## src/rtl/mcyc_pkg.sv

```systemverilog
package mcyc_pkg;
  localparam int WORD_W = 32;
  localparam int IMM_W  = 16;
  localparam int FLD_W  = 5;
  localparam int NREG   = 1 << FLD_W;

  typedef logic [WORD_W-1:0] word_t;

  typedef enum logic [2:0] {
    ST_FETCH, ST_DECODE, ST_EXEC, ST_MEM, ST_RWB, ST_LWB
  } state_t;

  typedef enum logic [1:0] {
    AOP_ADD = 2'b00, AOP_SUB = 2'b01, AOP_FN = 2'b10, AOP_NA = 2'b11
  } aluop_t;

  typedef enum logic [2:0] {
    CL_NONE, CL_RTYPE, CL_LOAD, CL_STORE, CL_BRANCH
  } iclass_t;

  localparam logic [5:0] OPC_RT = 6'b000000;
  localparam logic [5:0] OPC_LD = 6'b100011;
  localparam logic [5:0] OPC_ST = 6'b101011;
  localparam logic [5:0] OPC_BR = 6'b000100;

  localparam logic [5:0] FN_ADD = 6'b100000;
  localparam logic [5:0] FN_SUB = 6'b100010;
  localparam logic [5:0] FN_AND = 6'b100100;
  localparam logic [5:0] FN_OR  = 6'b100101;
  localparam logic [5:0] FN_SLT = 6'b101010;

  localparam logic [3:0] AC_AND = 4'b0000;
  localparam logic [3:0] AC_OR  = 4'b0001;
  localparam logic [3:0] AC_ADD = 4'b0010;
  localparam logic [3:0] AC_SUB = 4'b0110;
  localparam logic [3:0] AC_SLT = 4'b0111;
  localparam logic [3:0] AC_NOR = 4'b1100;

  function automatic logic funct_ok(input logic [5:0] fn);
    return (fn == FN_ADD) || (fn == FN_SUB) || (fn == FN_AND) ||
           (fn == FN_OR)  || (fn == FN_SLT);
  endfunction

  // Main decoder: opcode (plus shift/function screening) to instruction class
  function automatic iclass_t classify(input logic [5:0] op,
                                       input logic [FLD_W-1:0] sh,
                                       input logic [5:0] fn);
    case (op)
      OPC_RT:  return (sh == '0 && funct_ok(fn)) ? CL_RTYPE : CL_NONE;
      OPC_LD:  return CL_LOAD;
      OPC_ST:  return CL_STORE;
      OPC_BR:  return CL_BRANCH;
      default: return CL_NONE;
    endcase
  endfunction

  function automatic aluop_t class_aluop(input iclass_t cl);
    case (cl)
      CL_BRANCH: return AOP_SUB;
      CL_RTYPE:  return AOP_FN;
      default:   return AOP_ADD;
    endcase
  endfunction

  // Second-level control: operation class plus function field to ALU code
  function automatic logic [3:0] alu_ctl(input aluop_t op, input logic [5:0] fn);
    case (op)
      AOP_ADD: return AC_ADD;
      AOP_SUB: return AC_SUB;
      default: begin
        case (fn)
          FN_SUB:  return AC_SUB;
          FN_AND:  return AC_AND;
          FN_OR:   return AC_OR;
          FN_SLT:  return AC_SLT;
          default: return AC_ADD;
        endcase
      end
    endcase
  endfunction

  function automatic word_t alu_calc(input logic [3:0] c, input word_t a, input word_t b);
    case (c)
      AC_AND:  return a & b;
      AC_OR:   return a | b;
      AC_SUB:  return a - b;
      AC_SLT:  return {{(WORD_W-1){1'b0}}, ($signed(a) < $signed(b))};
      AC_NOR:  return ~(a | b);
      default: return a + b;
    endcase
  endfunction

  function automatic word_t sext_imm(input logic [IMM_W-1:0] imm);
    return {{(WORD_W-IMM_W){imm[IMM_W-1]}}, imm};
  endfunction
endpackage

```

## src/rtl/mcyc_regfile.sv

```systemverilog
module mcyc_regfile
  import mcyc_pkg::*;
#(
  parameter int N_ENT = NREG,
  parameter int IDX_W = $clog2(N_ENT)
) (
  input  logic             clk,
  input  logic             rst_n,
  input  logic [IDX_W-1:0] ra_a,
  input  logic [IDX_W-1:0] ra_b,
  output word_t            rd_a,
  output word_t            rd_b,
  input  logic             we,
  input  logic [IDX_W-1:0] wa,
  input  word_t            wd
);
  word_t regs_q [N_ENT];

  always_ff @(posedge clk or negedge rst_n) begin
    if (!rst_n) begin
      for (int i = 0; i < N_ENT; i++) regs_q[i] <= '0;
    end else if (we && wa != '0) begin
      regs_q[wa] <= wd;
    end
  end

  assign rd_a = regs_q[ra_a];
  assign rd_b = regs_q[ra_b];

  // entry zero is never modified
  p_r0_zero_r10: assert property (@(posedge clk) disable iff (!rst_n)
    regs_q[0] == '0);
endmodule

```

## src/rtl/mcyc_alu.sv

```systemverilog
module mcyc_alu
  import mcyc_pkg::*;
(
  input  aluop_t      aluop,
  input  logic [5:0]  funct,
  input  word_t       opa,
  input  word_t       opb,
  output logic [3:0]  code,
  output word_t       result,
  output logic        zero
);
  assign code   = alu_ctl(aluop, funct);
  assign result = alu_calc(code, opa, opb);
  assign zero   = (result == '0);

  always_comb begin
    p_memclass_add_r3: assert (aluop != AOP_ADD || code == AC_ADD);
    p_brclass_sub_r3:  assert (aluop != AOP_SUB || code == AC_SUB);
    p_slt_bool_r6:     assert (code != AC_SLT || result[WORD_W-1:1] == '0);
  end
endmodule

```

## src/rtl/mcyc_ctrl.sv

```systemverilog
module mcyc_ctrl
  import mcyc_pkg::*;
(
  input  logic             clk,
  input  logic             rst_n,
  input  logic [5:0]       ir_op,
  input  logic [FLD_W-1:0] ir_shamt,
  input  logic [5:0]       ir_funct,
  input  logic             alu_zero,
  output state_t           state,
  output iclass_t          cls,
  output aluop_t           aluop,
  output logic             fetch_fire,
  output logic             decode_fire,
  output logic             exec_load,
  output logic             branch_taken,
  output logic             store_fire,
  output logic             mdr_load,
  output logic             reg_write,
  output logic             dst_is_rd,
  output logic             src_is_mem
);
  state_t state_q, state_d;

  assign cls = classify(ir_op, ir_shamt, ir_funct);

  always_comb begin
    state_d = ST_FETCH;
    case (state_q)
      ST_FETCH:  state_d = ST_DECODE;
      ST_DECODE: state_d = (cls == CL_NONE) ? ST_FETCH : ST_EXEC;
      ST_EXEC: begin
        case (cls)
          CL_RTYPE:           state_d = ST_RWB;
          CL_LOAD, CL_STORE:  state_d = ST_MEM;
          default:            state_d = ST_FETCH;
        endcase
      end
      ST_MEM:    state_d = (cls == CL_LOAD) ? ST_LWB : ST_FETCH;
      default:   state_d = ST_FETCH;
    endcase
  end

  always_ff @(posedge clk or negedge rst_n) begin
    if (!rst_n) state_q <= ST_FETCH;
    else        state_q <= state_d;
  end

  assign state        = state_q;
  assign aluop        = (state_q == ST_EXEC) ? class_aluop(cls) : AOP_ADD;
  assign fetch_fire   = (state_q == ST_FETCH);
  assign decode_fire  = (state_q == ST_DECODE);
  assign exec_load    = (state_q == ST_EXEC) && (cls != CL_BRANCH);
  assign branch_taken = (state_q == ST_EXEC) && (cls == CL_BRANCH) && alu_zero;
  assign store_fire   = (state_q == ST_MEM) && (cls == CL_STORE);
  assign mdr_load     = (state_q == ST_MEM) && (cls == CL_LOAD);
  assign reg_write    = (state_q == ST_RWB) || (state_q == ST_LWB);
  assign dst_is_rd    = (state_q == ST_RWB);
  assign src_is_mem   = (state_q == ST_LWB);

  p_fetch_to_decode_r11: assert property (@(posedge clk) disable iff (!rst_n)
    state_q == ST_FETCH |=> state_q == ST_DECODE);
  p_load_to_lwb_r7: assert property (@(posedge clk) disable iff (!rst_n)
    (state_q == ST_MEM && cls == CL_LOAD) |=> state_q == ST_LWB);
  p_wb_return_r11: assert property (@(posedge clk) disable iff (!rst_n)
    (state_q == ST_RWB || state_q == ST_LWB) |=> state_q == ST_FETCH);
  p_bad_encoding_r12: assert property (@(posedge clk) disable iff (!rst_n)
    (state_q == ST_DECODE && cls == CL_NONE) |=> state_q == ST_FETCH);
endmodule

```

## src/rtl/mcyc_cpu.sv

```systemverilog
module mcyc_cpu
  import mcyc_pkg::*;
#(
  parameter int PCW = WORD_W - 2
) (
  input  logic              clk,
  input  logic              rst_n,
  input  logic [WORD_W-1:0] mem_rdata,
  output logic [PCW-1:0]    mem_addr,
  output logic [WORD_W-1:0] mem_wdata,
  output logic              mem_we
);
  localparam int BYTE_SH = WORD_W - PCW;

  logic [PCW-1:0] pc_q;
  word_t ir_q, a_q, b_q, aluout_q, mdr_q;

  state_t  state;
  iclass_t cls;
  aluop_t  aluop;
  logic fetch_fire, decode_fire, exec_load, branch_taken, store_fire;
  logic mdr_load, reg_write, dst_is_rd, src_is_mem;

  logic [5:0]       f_op, f_fn;
  logic [FLD_W-1:0] f_rs, f_rt, f_rd, f_sh;
  logic [IMM_W-1:0] f_imm;
  assign f_op  = ir_q[31:26];
  assign f_rs  = ir_q[25:21];
  assign f_rt  = ir_q[20:16];
  assign f_rd  = ir_q[15:11];
  assign f_sh  = ir_q[10:6];
  assign f_fn  = ir_q[5:0];
  assign f_imm = ir_q[15:0];

  word_t rf_a, rf_b, rf_wd, alu_b, alu_res, br_target;
  logic [3:0] alu_code;
  logic alu_zero;
  logic [FLD_W-1:0] rf_wa;

  mcyc_ctrl u_ctrl (
    .clk(clk), .rst_n(rst_n),
    .ir_op(f_op), .ir_shamt(f_sh), .ir_funct(f_fn), .alu_zero(alu_zero),
    .state(state), .cls(cls), .aluop(aluop),
    .fetch_fire(fetch_fire), .decode_fire(decode_fire), .exec_load(exec_load),
    .branch_taken(branch_taken), .store_fire(store_fire), .mdr_load(mdr_load),
    .reg_write(reg_write), .dst_is_rd(dst_is_rd), .src_is_mem(src_is_mem)
  );

  assign rf_wa = dst_is_rd ? f_rd : f_rt;
  assign rf_wd = src_is_mem ? mdr_q : aluout_q;

  mcyc_regfile #(.N_ENT(NREG)) u_rf (
    .clk(clk), .rst_n(rst_n),
    .ra_a(f_rs), .ra_b(f_rt), .rd_a(rf_a), .rd_b(rf_b),
    .we(reg_write), .wa(rf_wa), .wd(rf_wd)
  );

  assign alu_b = (cls == CL_LOAD || cls == CL_STORE) ? sext_imm(f_imm) : b_q;

  mcyc_alu u_alu (
    .aluop(aluop), .funct(f_fn), .opa(a_q), .opb(alu_b),
    .code(alu_code), .result(alu_res), .zero(alu_zero)
  );

  // Branch target in byte units: incremented PC plus offset scaled to words
  assign br_target = {pc_q, {BYTE_SH{1'b0}}} + (sext_imm(f_imm) << BYTE_SH);

  always_ff @(posedge clk or negedge rst_n) begin
    if (!rst_n) begin
      pc_q     <= '0;
      ir_q     <= '0;
      a_q      <= '0;
      b_q      <= '0;
      aluout_q <= '0;
      mdr_q    <= '0;
    end else begin
      if (fetch_fire) begin
        ir_q <= mem_rdata;
        pc_q <= pc_q + PCW'(1);
      end
      if (decode_fire) begin
        a_q      <= rf_a;
        b_q      <= rf_b;
        aluout_q <= br_target;
      end
      if (exec_load)    aluout_q <= alu_res;
      if (branch_taken) pc_q     <= aluout_q[WORD_W-1:BYTE_SH];
      if (mdr_load)     mdr_q    <= mem_rdata;
    end
  end

  assign mem_addr  = (state == ST_MEM) ? aluout_q[WORD_W-1:BYTE_SH] : pc_q;
  assign mem_wdata = b_q;
  assign mem_we    = store_fire;

  p_pc_step_r2: assert property (@(posedge clk) disable iff (!rst_n)
    fetch_fire |=> pc_q == $past(pc_q) + PCW'(1));
  p_branch_target_r9: assert property (@(posedge clk) disable iff (!rst_n)
    branch_taken |=> pc_q == $past(aluout_q[WORD_W-1:BYTE_SH]));
  p_store_single_r8: assert property (@(posedge clk) disable iff (!rst_n)
    mem_we |=> !mem_we);
  p_fetch_decode_b_r4: assert property (@(posedge clk) disable iff (!rst_n)
    decode_fire |=> b_q == $past(rf_b));
endmodule

```

## config.mk

```make
export PLATFORM = sky130hd
export DESIGN_NAME = mcyc_cpu
export DESIGN_NICKNAME = d
export VERILOG_FILES = /design/src/rtl/mcyc_pkg.sv /design/src/rtl/mcyc_regfile.sv /design/src/rtl/mcyc_alu.sv /design/src/rtl/mcyc_ctrl.sv /design/src/rtl/mcyc_cpu.sv
export SDC_FILE = /design/constraint.sdc
export NUM_CORES = 2
export LEC_CHECK = 0
export BUFFER_PORTS_ARGS = -buffer_cell sky130_fd_sc_hd__buf_2
export CORE_ASPECT_RATIO = 1.4
export CORE_MARGIN = 1.5
export CORE_UTILIZATION = 47
export CTS_CLUSTER_DIAMETER = 150
export CTS_CLUSTER_SIZE = 40
export DETAILED_ROUTE_END_ITERATION = 10
export PLACE_DENSITY = 0.67
export SYNTH_ARGS = -nofsm -noshare
export SYNTH_HDL_FRONTEND = slang
export SYNTH_HIERARCHICAL = 1
export SYNTH_SLANG_ARGS = --single-unit
```

## constraint.sdc

```tcl
create_clock -name clk -period 8.9 [get_ports clk]
set_clock_uncertainty 0.1 [all_clocks]
set_input_delay 0 -clock clk [delete_from_list [all_inputs] [get_ports clk]]
set_output_delay 0 -clock clk [all_outputs]
set_load 0.05 [all_outputs]
```

======== After elaboration in Yosys (flattened, before gate mapping) ========
Cells that the tools add are included.
storage, ports and cells
  bits in registers ....................... 1217
  bits in latches ......................... 0
  bits in writable memories ............... 0
  ROM bits ................................ 0
  input bits .............................. 34
  output and inout bits ................... 63
  logic and storage cells ................. 130
  memories kept ........................... 0
operators by class
  add/sub/neg operators ................... 4
  $mul .................................... 0
  divide/modulo/power cells ............... 0
  magnitude comparators ................... 5
  eq/ne operators ......................... 23
  shift operators ......................... 0
  mux-type cells .......................... 28
  bitwise logic cells ..................... 6
  reduce and logical (&&, ||, !) cells .... 25
operator list
  kind                                                       number
  bitwise mux 1024 bit                                       1
  binary-select mux 32 bit (select 5 bit)                    2
  2-to-1 mux 32 bit                                          9
  demux 32 bit (select 5 bit)                                1
  case mux 32 bit (5 select lines)                           1
  2-to-1 mux 30 bit                                          3
  adder 32 bit                                               2
  equality test 6 bit (second input constant)                7
  case mux 3 bit (4 select lines)                            3
  AND 32 bit                                                 1
  logical NOT 32 bit                                         1
  less-than comparator 32 bit                                1
  NOT 32 bit                                                 1
  OR 32 bit                                                  1
  subtractor 32 bit                                          1
  adder 30 x 1 -> 30 bit (second input constant)             1
  greater-or-equal comparator 6 bit (second input constant)  3
  NOT 5 -> 6 bit                                             3
  equality test 3 x 2 -> 1 bit (second input constant)       4
  equality test 3 bit (second input constant)                3
  equality test 4 x 3 -> 1 bit (second input constant)       2
  logical AND 1 bit                                          8
  case mux 4 bit (2 select lines)                            1
  equality test 3 x 1 -> 1 bit (second input constant)       2
  21 further kinds                                           29

======== Longest topological paths before layout ========
  word-level depth ........................ 18
  gate-level depth with buffers ........... 28
  gate-level depth less buffers ........... 22

======== By module ========
Netlist, hierarchy kept.
by module, submodules not included
  module        instances  cells each  area each (um^2)  seq. area each (um^2)
  mcyc_regfile  1          4601        55937.4           25624.6
  mcyc_cpu      1          930         10309.9           4754.6
  mcyc_alu      1          811         5343.9            0.0
  mcyc_ctrl     1          45          340.3             75.1

======== Least setup slack after synthesis ========
OpenSTA, ideal clock, no wires.
  path kind ............................... flip-flop to flip-flop
  start ................................... reg ir_q[30]
  end ..................................... reg pc_q[28]
  setup time .............................. 0.083 ns
  arrival ................................. 6.073 ns
  data required time ...................... 8.717 ns
  path slack .............................. 2.644 ns
  stages on the path, launching flop included .. 27
  buffers on the path ..................... 5
  period minus slack after synthesis ...... 6.256 ns
  cell sequence ........................... dfrtp_1 > or4_4 > nor2_4 > and2_4 > nand2b_1 > clkbuf_1 > buf_1 > mux2_2 > inv_1 > ha_1 > clkbuf_1 > a21o_1 > a221o_1 > a2111oi_1 > nor3_1 > nor2_1 > o221a_2 > o22ai_1 > nor4_1 > nand4_1 > or4_1 > nor4b_2 > and3_1 > clkbuf_1 > clkbuf_1 > nand2_1 > o21ai_0
between the ends
  elaborated cells between the ends (all ways) .. 33
  those cells by class .................... add/sub: 2; order compare: 1; eq/ne: 12; mux: 7; bitwise: 3; reduce/logical: 8
RTL lines
  element                                                         line                            source
  start, declared                                                 mcyc_cpu.sv:16                  word_t ir_q, a_q, b_q, aluout_q, mdr_q;
  start signal, assigned                                          mcyc_cpu.sv:78                  ir_q <= mem_rdata;
  equality test 6 x 3 -> 1 bit (tied with other cells)            mcyc_pkg.sv:48                  case (op)
  case mux 3 bit (4 select lines) (*)                             mcyc_pkg.sv:48
  net cls[2]                                                      mcyc_cpu.sv:19                  iclass_t cls;
  equality test 3 x 2 -> 1 bit                                    mcyc_cpu.sv:58                  assign alu_b = (cls == CL_LOAD || cls == CL_STORE) ? sext_imm(f_imm) : b_q;
  logical OR 1 bit (*)                                            mcyc_cpu.sv:58
  2-to-1 mux 32 bit (*)                                           mcyc_cpu.sv:58
  net alu_b[4]                                                    mcyc_cpu.sv:35                  word_t rf_a, rf_b, rf_wd, alu_b, alu_res, br_target;
  adder 32 bit / subtractor 32 bit (equally long branches)        mcyc_pkg.sv:89, mcyc_pkg.sv:86
  case mux 32 bit (5 select lines) (*)                            mcyc_pkg.sv:83                  case (c)
  net alu_res[22]                                                 mcyc_cpu.sv:35
  logical NOT 32 bit (*)                                          mcyc_alu.sv:14                  assign zero = (result == '0);
  net alu_zero                                                    mcyc_cpu.sv:37                  logic alu_zero;
  logical AND 1 bit (*)                                           mcyc_ctrl.sv:54                 assign branch_taken = (state_q == ST_EXEC) && (cls == CL_BRANCH) && alu_zero;
  net branch_taken                                                mcyc_cpu.sv:21                  logic fetch_fire, decode_fire, exec_load, branch_taken, store_fire;
  2-to-1 mux 30 bit / nonzero test 2 bit (equally long branches)  n/a
  end signal, assigned                                            mcyc_cpu.sv:79                  pc_q <= pc_q + PCW'(1);
  end signal, assigned                                            mcyc_cpu.sv:87                  if (branch_taken) pc_q <= aluout_q[WORD_W-1:BYTE_SH];
  end, declared                                                   mcyc_cpu.sv:15                  logic [PCW-1:0] pc_q;
The timed path passes the listed nets; every way through them passes the cells marked *.
A chain may end at the register's enable or synchronous reset.

======== Final worst setup path ========
  start ................................... reg ir_q[30]
  end ..................................... reg pc_q[22]
The elaborated chain is that of the path after synthesis.

==> out/results.txt <==
The flow ran to the end, and the final reports show no timing, DRC or antenna violations. For the number of DRC markers after the initial detailed-route iteration, the log shows 4,285. The endpoint type of the worst setup path is a register.

In the final routed layout, each cell accounts on average for 29.0 microns. The clock net in this run drives a total of 1,217 sinks. The tree is rooted in a sky130_fd_sc_hd__clkbuf_16. The total of max-cap violations is 0, and the mean instance size in the synthesized netlist is 11.3 sq um. The floorplan step set the die height to 466 microns. After the last flow step, the layout net total stands at 6,255. The largest fanout on the critical path was 25; the net switching power of the design was 0.0105 W. The share of total power consumed by net switching was 49.3%.

In this run the static leakage power is 36.4 nW. Timing would allow up to 124 MHz. The tools report the total I/O pin count as 97. The worst path needs 8.07 ns of the cycle, external delays included. The number of hold-slack violations in the final timing report is 0, and the summed negative setup slack over all endpoints is 0 ns. The detailed router placed 52,758 vias in this run. The gate count after technology mapping came out at 6,381. For the pin with the worst max-slew slack, the measured transition is 1.11 ns. For this run the aggregate overflow at the end of global routing stands at 0. Synthesis produced a netlist with a net count of 6,544.

For the number of iterations in the first detailed-routing pass, the log shows 6. IR analysis of the VDD net gives a maximum drop of 0.263 mV. The logs give 71,900 sq um for the netlist area before placement and 57.6% for the part of the power in combinational logic. The startpoint kind of the worst setup timing path was a register. The final critical path takes up 90.7% of the cycle. For the worst setup path, the data required time is 9.37 ns. For the worst setup path, the data arrival time is 8.54 ns. The share of total power dissipated in sequential elements is 30.8%. The critical path class was register to register. After layout, the design draws a total of 0.0213 W. After detailed routing, the total wire length is 234,000 microns.

The fraction of final layout cells sized beyond drive strength 1 works out to 24.7%. The die width was 334 microns. The run gives 13,709 as the total of fill cells in the finished design.

Hold timing on the final database bottoms out at a slack of 0.0237 ns. For this run, the number of Yosys warnings is 6. The buffer count from post-CTS setup fixing is 0, and the first-pass GRT wire length is 344,000 microns. The longest clock path from root to sink contains 3 buffers. The tools report the total internal power as 0.0108 W. TritonCTS built the clock tree. The tools report the worst slew margin relative to its limit as 25.9%. The count of nets left with antenna violations once routing finished came out at 0. Using the TritonRoute via totals, the vias-per-cell ratio works out to 6.54. The logs give 0 for the setup-violating endpoint count in the final report and 8 for the initial antenna violation count. The number of clock buffers inserted by TritonCTS is 36, and the number of placement rows is 169. Power spread over the standard cell area amounts to 286 nW/um^2. Die outline area: 155,000 sq um. Routability congestion estimate from global placement: 0.979.

Setup repair after global routing left no endpoint under its margin. The worst-skew pair later-pin latency is 0.70 ns, and the max-slew violation total from the final report is 0. The starting utilization of the core area was 47.4%; the count of buffers from port buffering was 96. The placed wire-length estimate after detailed placement was 139,000 microns. The clock network power share is 11.6%, and the total global routing track utilization is 29.4%.

Area added between synthesis and finish: 3.74%. For this run, design rule violations remaining after detail routing come to 0. The run gives 177 as the pin count of the biggest net entering global routing. The type of the most critical hold path is primary input to register. The core region is 152,000 sq um.

The H-tree depth is 2. Clock-pin slew of the registers on the worst-case setup and hold paths: 0.15 ns. Via count of the first global-routing pass: 52,571.
[per-layer routing]
layer	routed length, microns	track usage, %
met4	10400	12.2
met5	7	0
met3	14200	3.32
met2	113000	49.7
met1	96700	38.2
[through the flow]
step | setup WS (ns) | cells | area [sq um] | utilization [%]
after floorplan | 2.64 | 6381 | 71900 | -
after global placement | 1.07 | 7975 | 73100 | 48.2
after detailed placement | 0.979 | 7975 | 73100 | 48.2
after CTS | 0.931 | 8062 | 74600 | 49.2
after global routing | 0.409 | 8063 | 74600 | 49.2
final | 0.826 | 8066 | 74600 | 49.2
[worst paths after layout]
| check | end | slack [ns] | cells past startpoint | start |
|---|---|---|---|---|
| setup / recovery | pc_q[22] | 0.83 | 22 | ir_q[30] |
| hold / removal | mdr_q[13] | 0.02 | 3 | mem_rdata[13] |
| setup reg to reg | pc_q[22] | 0.83 | 22 | ir_q[30] |
| hold reg to reg | u_rf/regs_q[996] | 0.32 | 0 | u_rf/regs_q[996] |
| max in group asynchronous | u_rf/regs_q[1017] | 6.59 | 5 | rst_n |
| min in group asynchronous | u_rf/regs_q[358] | 0.48 | 4 | rst_n |
[critical path: stages (launching register included)]
cell                        delay [ns]
sky130_fd_sc_hd__dfrtp_1          0.44
sky130_fd_sc_hd__or4_4            0.56
sky130_fd_sc_hd__nor2_4           0.15
sky130_fd_sc_hd__and2_4           0.20
sky130_fd_sc_hd__nand2b_2         0.35
sky130_fd_sc_hd__buf_4            0.40
sky130_fd_sc_hd__mux2_2           0.40
sky130_fd_sc_hd__inv_1            0.08
sky130_fd_sc_hd__ha_1             0.36
sky130_fd_sc_hd__inv_1            0.22
sky130_fd_sc_hd__a2111oi_1        0.51
sky130_fd_sc_hd__nand3_1          0.20
sky130_fd_sc_hd__o21ai_1          0.40
sky130_fd_sc_hd__o21ai_0          0.21
sky130_fd_sc_hd__a221oi_1         0.35
sky130_fd_sc_hd__o22ai_1          0.17
sky130_fd_sc_hd__a2111oi_0        0.60
sky130_fd_sc_hd__nand4_1          0.22
sky130_fd_sc_hd__or4_1            0.55
sky130_fd_sc_hd__nor4b_2          0.51
sky130_fd_sc_hd__and3_2           0.57
sky130_fd_sc_hd__buf_4            0.28
sky130_fd_sc_hd__o21ai_0          0.12
[power by group through the flow]
stage	registers (W)	clock network (W)	logic (W)
2_1_floorplan	0.00642	0	0.00828
3_3_place_gp	0.00665	0	0.0120
3_5_place_dp	0.00666	0	0.0120
4_1_cts	0.00656	0.00253	0.0121
5_1_grt	0.00661	0.00268	0.0129
6_report	0.00657	0.00247	0.0123
[flip-flops by register name, summed over array words and instances, names as in the netlist]
| name | flops |
|---|---|
| a_q | 32 |
| mem_wdata | 32 |
| ir_q | 32 |
| pc_q | 30 |
| u_rf/regs_q | 1024 |
| mdr_q | 32 |
| u_ctrl/state | 3 |
| aluout_q | 32 |
[cells in the final DEF, fill, tap and decap left out, types with 72 or more instances in the layout]
| cell | n |
|---|---|
| sky130_fd_sc_hd__a22o_1 | 131 |
| sky130_fd_sc_hd__nor3_1 | 89 |
| sky130_fd_sc_hd__o21ai_0 | 109 |
| sky130_fd_sc_hd__buf_2 | 95 |
| sky130_fd_sc_hd__nand2_1 | 359 |
| sky130_fd_sc_hd__a31oi_1 | 72 |
| sky130_fd_sc_hd__nor2_1 | 96 |
| sky130_fd_sc_hd__mux2_2 | 1165 |
| sky130_fd_sc_hd__ha_1 | 126 |
| sky130_fd_sc_hd__dfrtp_1 | 1214 |
| sky130_fd_sc_hd__a21oi_1 | 323 |
| sky130_fd_sc_hd__mux2i_1 | 1054 |
| sky130_fd_sc_hd__inv_1 | 118 |
| sky130_fd_sc_hd__a22oi_1 | 195 |
| sky130_fd_sc_hd__buf_4 | 79 |
| sky130_fd_sc_hd__nand3_1 | 223 |
[cell type report]
type | count | area (sq um) | share of cell area [%]
antenna | 4 | 10.0 | 0.0134
clock buffer | 39 | 912 | 1.22
clock inverter | 3 | 55.1 | 0.0738
inverter | 118 | 443 | 0.594
multi-input combinational | 4479 | 38300 | 51.3
sequential | 1217 | 30500 | 40.8
tap | 1966 | 2460 | 3.30
timing repair buffer | 240 | 1960 | 2.62
[repair_timing]
action | 4_1_cts | 5_1_grt
endpoints found under the hold margin | 394 | 0
hold buffers | 45 | 0
resized for setup | 0 | 0
Power figures use the tool's default switching activity.
